## config.mk

```make
export PLATFORM = sky130hd
export DESIGN_NAME = sync_polarity_presence
export DESIGN_NICKNAME = d
export VERILOG_FILES = /design/src/rtl/sp_pkg.sv /design/src/rtl/sp_sync.sv /design/src/rtl/sp_window.sv /design/src/rtl/sp_presence.sv /design/src/rtl/sp_vextract.sv /design/src/rtl/sp_channel.sv /design/src/rtl/sync_polarity_presence.sv
export SDC_FILE = /design/constraint.sdc
export NUM_CORES = 1
export LEC_CHECK = 0
export ABC_AREA = 1
export BUFFER_PORTS_ARGS = -buffer_cell sky130_fd_sc_hd__clkbuf_2
export CAP_MARGIN = 20
export CORE_UTILIZATION = 35
export DETAILED_ROUTE_END_ITERATION = 12
export GPL_TIMING_DRIVEN = 0
export HOLD_SLACK_MARGIN = 0.12
export SLEW_MARGIN = 5
export SYNTH_ARGS = -nofsm -noshare
export SYNTH_HDL_FRONTEND = slang
export SYNTH_SLANG_ARGS = --single-unit
```

## constraint.sdc

```tcl
create_clock -name clk -period 2.8 [get_ports clk]
set_input_delay 0.42 -clock clk [delete_from_list [all_inputs] [get_ports clk]]
set_output_delay 0.42 -clock clk [all_outputs]
set_load 0.1 [all_outputs]
```

## src/rtl/sp_pkg.sv

```systemverilog
package sp_pkg;

  typedef struct packed {
    logic h_present;
    logic v_present;
    logic ext_present;
    logic h_pol_neg;
    logic v_pol_neg;
  } sp_status_t;

  localparam int SP_NUM_CH = 2;

endpackage

```

## src/rtl/sp_sync.sv

```systemverilog
module sp_sync #(
  parameter int STAGES = 2
) (
  input  logic clk,
  input  logic rst,
  input  logic d,
  output logic q
);
  logic [STAGES-1:0] chain;

  generate
    if (STAGES == 1) begin : g_one
      always_ff @(posedge clk) begin
        if (rst) chain <= '0;
        else     chain <= d;
      end
    end else begin : g_many
      always_ff @(posedge clk) begin
        if (rst) chain <= '0;
        else     chain <= {chain[STAGES-2:0], d};
      end
    end
  endgenerate

  assign q = chain[STAGES-1];
endmodule

```

## src/rtl/sp_window.sv

```systemverilog
module sp_window #(
  parameter int WIN_W = 16
) (
  input  logic             clk,
  input  logic             rst,
  input  logic [WIN_W-1:0] win_len,
  output logic             win_end
);
  logic [WIN_W-1:0] cnt;
  logic [WIN_W:0]   cnt_next;

  assign cnt_next = {1'b0, cnt} + 1'b1;
  assign win_end  = (cnt_next >= {1'b0, win_len});

  always_ff @(posedge clk) begin
    if (rst)          cnt <= '0;
    else if (win_end) cnt <= '0;
    else              cnt <= cnt_next[WIN_W-1:0];
  end

  AST_WIN_WRAP: assert property (@(posedge clk) disable iff (rst)
    win_end |=> (cnt == '0)) else $error("window counter did not wrap");
endmodule

```

## src/rtl/sp_presence.sv

```systemverilog
module sp_presence (
  input  logic clk,
  input  logic rst,
  input  logic sig,
  input  logic win_end,
  output logic present
);
  logic sig_d;
  logic seen;
  logic edge_now;

  assign edge_now = sig ^ sig_d;

  always_ff @(posedge clk) begin
    if (rst) begin
      sig_d   <= 1'b0;
      seen    <= 1'b0;
      present <= 1'b0;
    end else begin
      sig_d <= sig;
      if (win_end) begin
        present <= seen | edge_now;
        seen    <= 1'b0;
      end else if (edge_now) begin
        seen <= 1'b1;
      end
    end
  end

  AST_DET_HOLD: assert property (@(posedge clk) disable iff (rst)
    !win_end |=> $stable(present)) else $error("presence moved mid-window");
endmodule

```

## src/rtl/sp_vextract.sv

```systemverilog
module sp_vextract #(
  parameter int CNT_W = 10,
  parameter int HI_TH = 768,
  parameter int LO_TH = 128
) (
  input  logic clk,
  input  logic rst,
  input  logic hs,
  output logic vs
);
  localparam logic [CNT_W-1:0] CNT_MAX = '1;
  localparam logic [CNT_W-1:0] HI_V    = CNT_W'(HI_TH);
  localparam logic [CNT_W-1:0] LO_V    = CNT_W'(LO_TH);

  logic [CNT_W-1:0] cnt;

  always_ff @(posedge clk) begin
    if (rst) begin
      cnt <= '0;
    end else if (hs) begin
      if (cnt != CNT_MAX) cnt <= cnt + 1'b1;
    end else begin
      if (cnt != '0) cnt <= cnt - 1'b1;
    end
  end

  always_ff @(posedge clk) begin
    if (rst)              vs <= 1'b0;
    else if (cnt >= HI_V) vs <= 1'b1;
    else if (cnt <= LO_V) vs <= 1'b0;
  end

  AST_EXT_STEP: assert property (@(posedge clk) disable iff (rst)
    ({1'b0, cnt} == {1'b0, $past(cnt)}) ||
    ({1'b0, cnt} == {1'b0, $past(cnt)} + 1'b1) ||
    ({1'b0, cnt} + 1'b1 == {1'b0, $past(cnt)})) else $error("counter jumped");
  AST_EXT_QUIET: assert property (@(posedge clk) disable iff (rst)
    (!vs && cnt < HI_V) |=> !vs) else $error("pulse rose below threshold");
  AST_EXT_HYST: assert property (@(posedge clk) disable iff (rst)
    (vs && cnt > LO_V) |=> vs) else $error("pulse fell above low threshold");
endmodule

```

## src/rtl/sp_channel.sv

```systemverilog
module sp_channel #(
  parameter int WIN_W       = 16,
  parameter int SYNC_STAGES = 2
) (
  input  logic clk,
  input  logic rst,
  input  logic raw_in,
  input  logic win_end,
  input  logic pol_auto,
  input  logic pol_man,
  output logic norm,
  output logic present,
  output logic pol_neg
);
  localparam logic [WIN_W-1:0] SAT = '1;

  logic             s;
  logic [WIN_W-1:0] hi_cnt;
  logic [WIN_W-1:0] lo_cnt;
  logic             inv;

  sp_sync #(.STAGES(SYNC_STAGES)) u_sync (
    .clk(clk), .rst(rst), .d(raw_in), .q(s)
  );

  always_ff @(posedge clk) begin
    if (rst) begin
      hi_cnt  <= '0;
      lo_cnt  <= '0;
      pol_neg <= 1'b0;
    end else if (win_end) begin
      if (hi_cnt > lo_cnt)      pol_neg <= 1'b1;
      else if (lo_cnt > hi_cnt) pol_neg <= 1'b0;
      hi_cnt <= '0;
      lo_cnt <= '0;
    end else if (s) begin
      if (hi_cnt != SAT) hi_cnt <= hi_cnt + 1'b1;
    end else begin
      if (lo_cnt != SAT) lo_cnt <= lo_cnt + 1'b1;
    end
  end

  assign inv = pol_auto ? pol_neg : pol_man;

  always_ff @(posedge clk) begin
    if (rst) norm <= 1'b0;
    else     norm <= s ^ inv;
  end

  sp_presence u_pres (
    .clk(clk), .rst(rst), .sig(s), .win_end(win_end), .present(present)
  );

  AST_POL_HOLD: assert property (@(posedge clk) disable iff (rst)
    !win_end |=> $stable(pol_neg)) else $error("polarity moved mid-window");
endmodule

```

## src/rtl/sync_polarity_presence.sv

```systemverilog
module sync_polarity_presence #(
  parameter int WIN_W       = 16,
  parameter int SYNC_STAGES = 2,
  parameter int EXT_W       = 10,
  parameter int EXT_HI      = 768,
  parameter int EXT_LO      = 128
) (
  input  logic             clk,
  input  logic             rst,
  input  logic [WIN_W-1:0] win_len,
  input  logic             h_sync_in,
  input  logic             v_sync_in,
  input  logic             h_pol_auto,
  input  logic             h_pol_man,
  input  logic             v_pol_auto,
  input  logic             v_pol_man,
  input  logic             v_src_ext,
  output logic             h_sync_out,
  output logic             v_sync_out,
  output logic             h_present,
  output logic             v_present,
  output logic             ext_present,
  output logic             h_pol_neg,
  output logic             v_pol_neg
);
  import sp_pkg::*;

  logic                 win_end;
  logic [SP_NUM_CH-1:0] ch_raw, ch_auto, ch_man, ch_norm, ch_pres, ch_neg;
  logic                 ext_vs;
  logic                 ext_pres;
  sp_status_t           status;

  assign ch_raw  = {v_sync_in,  h_sync_in};
  assign ch_auto = {v_pol_auto, h_pol_auto};
  assign ch_man  = {v_pol_man,  h_pol_man};

  sp_window #(.WIN_W(WIN_W)) u_win (
    .clk(clk), .rst(rst), .win_len(win_len), .win_end(win_end)
  );

  generate
    for (genvar i = 0; i < SP_NUM_CH; i++) begin : g_ch
      sp_channel #(.WIN_W(WIN_W), .SYNC_STAGES(SYNC_STAGES)) u_ch (
        .clk(clk), .rst(rst), .raw_in(ch_raw[i]), .win_end(win_end),
        .pol_auto(ch_auto[i]), .pol_man(ch_man[i]),
        .norm(ch_norm[i]), .present(ch_pres[i]), .pol_neg(ch_neg[i])
      );
    end
  endgenerate

  sp_vextract #(.CNT_W(EXT_W), .HI_TH(EXT_HI), .LO_TH(EXT_LO)) u_ext (
    .clk(clk), .rst(rst), .hs(ch_norm[0]), .vs(ext_vs)
  );

  sp_presence u_ext_pres (
    .clk(clk), .rst(rst), .sig(ext_vs), .win_end(win_end), .present(ext_pres)
  );

  always_ff @(posedge clk) begin
    if (rst) v_sync_out <= 1'b0;
    else     v_sync_out <= v_src_ext ? ext_vs : ch_norm[1];
  end

  assign status.h_present   = ch_pres[0];
  assign status.v_present   = ch_pres[1];
  assign status.ext_present = ext_pres;
  assign status.h_pol_neg   = ch_neg[0];
  assign status.v_pol_neg   = ch_neg[1];

  assign h_sync_out  = ch_norm[0];
  assign h_present   = status.h_present;
  assign v_present   = status.v_present;
  assign ext_present = status.ext_present;
  assign h_pol_neg   = status.h_pol_neg;
  assign v_pol_neg   = status.v_pol_neg;

  AST_VSRC_EXT: assert property (@(posedge clk) disable iff (rst)
    v_src_ext |=> (v_sync_out == $past(ext_vs))) else $error("vertical source wrong");
  AST_FLAGS_WIN: assert property (@(posedge clk) disable iff (rst)
    !win_end |=> $stable(status)) else $error("status moved mid-window");
endmodule

```

# Word-level counts from Yosys, hierarchy flattened

Index checks and enable logic that the tools add are counted.

Bits of input ports: 25
Register bits after elaboration: 109

Reductions and logical operators: 13
Magnitude comparators: 7
$add $sub $neg: 7
Equal/unequal tests: 6
Mux-type cells: 12
Bitwise logic cells: 10

Operator list:

| cell                                                             | number |
|---|---|
| adder 16 x 1 -> 16 bit (second input constant)                   | 4 |
| greater-than comparator 16 bit                                   | 4 |
| inequality test 16 bit (second input constant)                   | 4 |
| two-way mux 10 bit                                               | 3 |
| adder 16 x 1 -> 17 bit (second input constant)                   | 1 |
| >= comparator 17 x 16 -> 1 bit                                   | 1 |
| AND reduction 2 bit                                              | 7 |
| adder 10 x 1 -> 10 bit (second input constant)                   | 1 |
| >= comparator 10 bit (second input constant)                     | 1 |
| less-or-equal comparator 10 x 8 -> 1 bit (second input constant) | 1 |
| inequality test 10 bit (second input constant)                   | 1 |
| nonzero test 10 bit                                              | 1 |
| subtractor 10 x 1 -> 10 bit (second input constant)              | 1 |
| two-way mux 1 bit                                                | 9 |
| nonzero test 2 bit                                               | 4 |
| XOR 1 bit                                                        | 5 |
| OR 1 bit                                                         | 3 |
| inequality test 2 x 1 -> 1 bit (second input constant)           | 1 |
| inverter 1 bit                                                   | 2 |
| OR reduction 2 bit                                               | 1 |

# Longest topological paths before layout

Depth in word-level cells: 3
Gate-level depth with buffers: 21

# Modules after synthesis

From an unflattened synthesis, not the netlist that was laid out.

Cell total of the unflattened synthesis: 1137
Area total of the unflattened synthesis: 7465.9 um^2

Modules (own cells, without submodules):

| module                 | cells an instance | area each (um^2) | times used |
|---|---|---|---|
| sp_channel             | 365               | 2372.3           | 2 |
| sp_window              | 195               | 1300.0           | 1 |
| sp_vextract            | 139               | 898.4            | 1 |
| sp_presence            | 18                | 122.6            | 3 |
| sp_sync                | 6                 | 55.1             | 2 |
| sync_polarity_presence | 7                 | 45.0             | 1 |

# Least setup slack after synthesis

Ideal clock, no wire load.

Path kind: register to register
From: reg u_win.cnt[0]
To: reg u_win.cnt[13]
Data required time: 2.681 ns
Stages on the path, launching flop included: 21
Path slack: 0.075 ns
Buffers on the path: 1
Arrival: 2.606 ns
Period minus slack after synthesis: 2.725 ns
Library setup time: 0.119 ns
Cells stage by stage: dfxtp_1 -> ha_1 -> nand3_2 -> nor2_4 -> nand2_1 -> nor2_1 -> xor2_1 -> inv_1 -> ha_1 -> nand3_1 -> nor2_1 -> nand2_1 -> nor2_1 -> nor2_1 -> nand2_2 -> nor2_4 -> nand2_4 -> nor2_4 -> inv_4 -> buf_6 -> nor2_2

Cells in the longest elaborated chain, start to end: 3

Ends and longest elaborated chain:

| element                        | line            | text |
|---|---|---|
| from (decl)                    | sp_window.sv:9  | `logic [WIN_W-1:0] cnt;` |
| from (signal assigned)         | sp_window.sv:18 | `else cnt <= cnt_next[WIN_W-1:0];` |
| adder 16 x 1 -> 17 bit         | sp_window.sv:12 | `assign cnt_next = {1'b0, cnt} + 1'b1;` |
| named net u_win.cnt_next[12]   | sp_window.sv:10 | `logic [WIN_W:0] cnt_next;` |
| >= comparator 17 x 16 -> 1 bit | sp_window.sv:13 | `assign win_end = (cnt_next >= {1'b0, win_len});` |
| OR reduction 2 bit (no line)   | n/a             |  |

The timed path passes the listed nets, and every way through them passes these cells.
A chain may end at the register's enable or synchronous reset.

# Final worst setup path

From: reg u_win.cnt[0]
To: reg g_ch[1].u_ch.lo_cnt[10]

Cells in the longest elaborated chain, start to end: 3

Ends and longest elaborated chain:

| element                        | line             | text |
|---|---|---|
| adder 16 x 1 -> 17 bit         | sp_window.sv:12  |  |
| named net u_win.cnt_next[14]   | sp_window.sv:10  |  |
| >= comparator 17 x 16 -> 1 bit | sp_window.sv:13  |  |
| OR reduction 2 bit (no line)   | n/a              |  |
| to (signal assigned)           | sp_channel.sv:39 | `if (lo_cnt != SAT) lo_cnt <= lo_cnt + 1'b1;` |
| to (decl)                      | sp_channel.sv:19 | `logic [WIN_W-1:0] lo_cnt;` |

The timed path passes the listed nets, and every way through them passes these cells.

==> results_dict.tcl <==
set metrics [dict create \
    hold_viol 0 \
    clkTransAtPathRegs_ns 0.08 \
    drt-initial-drc-count 318 \
    design_area_um2 8450 \
    swShare 0.316 \
    stdcell_count 1346 \
    path_cells "ha_4 > nand3_4 > nor2_4 > nand2_2 > nor2_4 > nand2_1 > xnor2_2 > ha_1 > nand3_1 > nor2_4 > nand2_2 > nor2_1 > nor2_1 > nand2_2 > nor2_4 > nand2_4 > nor2_4 > buf_12 > inv_12 > clkbuf_16 > nor2_4" \
    path_buf_inv 3 \
    cp_common_cell "nor2_4" \
    grt_usage 0.157 \
    die_h_um 143 \
    area_growth_pct 21.2 \
    rsz0062_at_grt "true" \
    wirelength_um 15800 \
    final_nets 1163 \
    ys_types 35 \
    diodes 0 \
    power_density_nw_per_um2 464 \
    ant_nets 0 \
    grt_pass1_vias 5538 \
    slowest_delay_ns 0.38 \
    start_util 0.357 \
    portBuffers 31 \
    min_period_over_period 0.997 \
    tns_ns 0 \
    place_inst 1309 \
    rows 51 \
    peakVddDrop_mv 0.385 \
    drv_cap 0 \
    cts_buffers 9 \
    ys_warn_count 0 \
    drive_above_1_share 0.169 \
    cts_root_buffer "clkbuf_16" \
    slew_viol_final 0 \
    clock.fmax_mhz 358 \
    synth-seq-area-share 0.313 \
    layout_commonest_cell "inv_1" \
    core_um2 19500 \
    synth_seq_cells 109 \
    grt_max_degree 19 \
    crit_path_max_fanout 8 \
    clock_power_share 0.320 \
    syn_nets 1100 \
    skew_ns 0.00727 \
    setup-violations-final 0 \
    hold_class "input port to flop" \
    required_ns 3.10 \
    startpoint_type "flop" \
    status "completed" \
    p_switching_w 0.00124 \
    maxSlewHeadroom 0.619 \
    worstSkewPairLatency_ns 0.36 \
    die_x_um 143 \
    cpMaxStageDelayCell "dfxtp_4" \
    synth-edff-count 0 \
    grt_pass1_wl_um 25400 \
    cts_tree "built" \
    period_needed_ns 2.79 \
    drc 0 \
    p_int_w 0.00268 \
    comb_power_share 0.237 \
    syn-cell-area_um2 6980 \
    synthArstFlopShare 0 \
    wl_per_cell_um 11.7 \
    final_cell_mix "inv_1 (198), nand2_1 (180), nor2_1 (104), dfxtp_1 (104), ha_1 (58)" \
    synth_cells 1013 \
    place_hpwl_um 11400 \
    clock_sinks 109 \
    globalplace.congestion 0.839 \
    place_area_um2 7460 \
    drt_first_pass_iters 4 \
    cts_buffer_depth 2 \
    fp.dieArea_um2 20500 \
    ios 32 \
    grt.overflow.total 0 \
    crit_arrival_ns 3.09 \
    synth.avg_cell_area_um2 6.89 \
    p_seq_frac 0.444 \
    pre_cts_ws_ns -0.419 \
    setup_slack_ns 0.00904 \
    cts_max_level 3 \
    vias 6050 \
    cp_top_family "simple AND/OR/NAND/NOR gates" \
    critical_path_class "flop to flop" \
    synthFlopType "dfxtp_1" \
    antenna_found_initial 0 \
    tightest_slew_ns 0.573 \
    crit_path_end_kind "flop" \
    leakagePower_nw 3.69 \
    viasPerCell 4.49 \
]
==> path summary, 6_finish.rpt <==
path | from | end | slack, ns | depth (start not counted)
min | v_src_ext | v_sync_out$_SDFF_PP0_ | 0.28 | 2
max reg2reg | u_win.cnt[0]$_SDFF_PP0_ | g_ch[1].u_ch.lo_cnt[10]$_SDFFE_PP0P_ | 0.009 | 21
max | u_win.cnt[0]$_SDFF_PP0_ | g_ch[1].u_ch.lo_cnt[10]$_SDFFE_PP0P_ | 0.009 | 21
min reg2reg | g_ch[1].u_ch.u_sync.chain[0]$_SDFF_PP0_ | g_ch[1].u_ch.u_sync.chain[1]$_SDFF_PP0_ | 0.40 | 2
==> flip-flops by register name, summed over array words and instances, names as in the netlist <==
signal                    flops
g_ch.u_ch.pol_neg             2
u_ext_pres.present            1
g_ch.u_ch.u_sync.chain        4
g_ch.u_ch.norm                2
g_ch.u_ch.u_pres.seen         2
v_sync_out                    1
g_ch.u_ch.u_pres.sig_d        2
u_ext.cnt                    10
g_ch.u_ch.hi_cnt             32
g_ch.u_ch.u_pres.present      2
u_ext_pres.seen               1
g_ch.u_ch.lo_cnt             32
u_ext.vs                      1
u_win.cnt                    16
u_ext_pres.sig_d              1
==> through the flow <==
step	hold slack, ns	utilization	power [W]
finish	0.276	0.433	0.00392
global route	0.276	0.433	0.00418
floorplan	0.388	-	0.00243
global placement	0.395	0.382	0.00261
CTS	0.265	0.407	0.00389
detailed placement	0.393	0.382	0.00262
==> cell families (layout without fill, tap and decap cells) <==
family / Yosys count / in the layout / synth area share
muxes: 2 / 2 / 0.00287
DFF: 109 / 109 / 0.313
adders and majority gates: 62 / 62 / 0.112
buffers and inverters: 217 / 285 / 0.126
AOI/OAI and AO/OA: 95 / 95 / 0.0757
xor gates and xnor gates: 68 / 68 / 0.0854
and+or+nand+nor: 460 / 460 / 0.285
==> synth_stat cells (all sizes together) (15+ instances only) <==
cell type / count / share of area
o21ai: 32 / 0.023
ha: 61 / 0.11
nand4: 15 / 0.013
dfxtp: 109 / 0.31
xnor2: 18 / 0.023
nor3: 29 / 0.021
nand2: 187 / 0.10
a21oi: 43 / 0.031
nor2: 175 / 0.11
nand3: 48 / 0.036
xor2: 50 / 0.063
inv: 204 / 0.11
==> worst register-to-register path, stage by stage, from the launching register on <==
cell	delay (ns)
dfxtp_4	0.38
ha_4	0.16
nand3_4	0.10
nor2_4	0.10
nand2_2	0.09
nor2_4	0.13
nand2_1	0.10
xnor2_2	0.20
ha_1	0.28
nand3_1	0.13
nor2_4	0.06
nand2_2	0.05
nor2_1	0.03
nor2_1	0.12
nand2_2	0.07
nor2_4	0.09
nand2_4	0.07
nor2_4	0.15
buf_12	0.14
inv_12	0.05
clkbuf_16	0.17
nor2_4	0.08
==> cell type report <==
cell class	count	area, µm²
Fill cell	2026	11100
Multi-Input combinational cell	687	4260
Sequential cell	109	2200
Inverter	204	778
Timing Repair Buffer	51	420
Tap cell	265	332
Clock buffer	10	239
Buffer	13	171
Clock inverter	6	47.5
Timing Repair inverter	1	11.3
==> power by group through the flow <==
stage | logic, W | registers (W) | clock network, W
2_1_floorplan | 0.000671 | 0.00176 | 0
3_3_place_gp | 0.000833 | 0.00178 | 0
3_5_place_dp | 0.000843 | 0.00178 | 0
4_1_cts | 0.000868 | 0.00174 | 0.00128
5_1_grt | 0.00108 | 0.00175 | 0.00135
6_report | 0.000929 | 0.00174 | 0.00125
==> per-layer routing <==
layer	global-route usage	part of all wire
met3	0.0188	0.031
met5	0	0
met2	0.262	0.47
met4	0.0560	0.012
met1	0.206	0.49
==> what timing repair did <==
| action | in CTS | in global routing |
|---|---|---|
| endpoints found under the setup margin | 88 | 88 |
| cloned | 2 | 5 |
| pin swaps | 12 | 18 |
| hold buffers | 0 | 0 |
| gates resized for setup | 33 | 93 |
| buffers inserted | 9 | 6 |
Note: power is estimated with default switching activity, not from simulation.
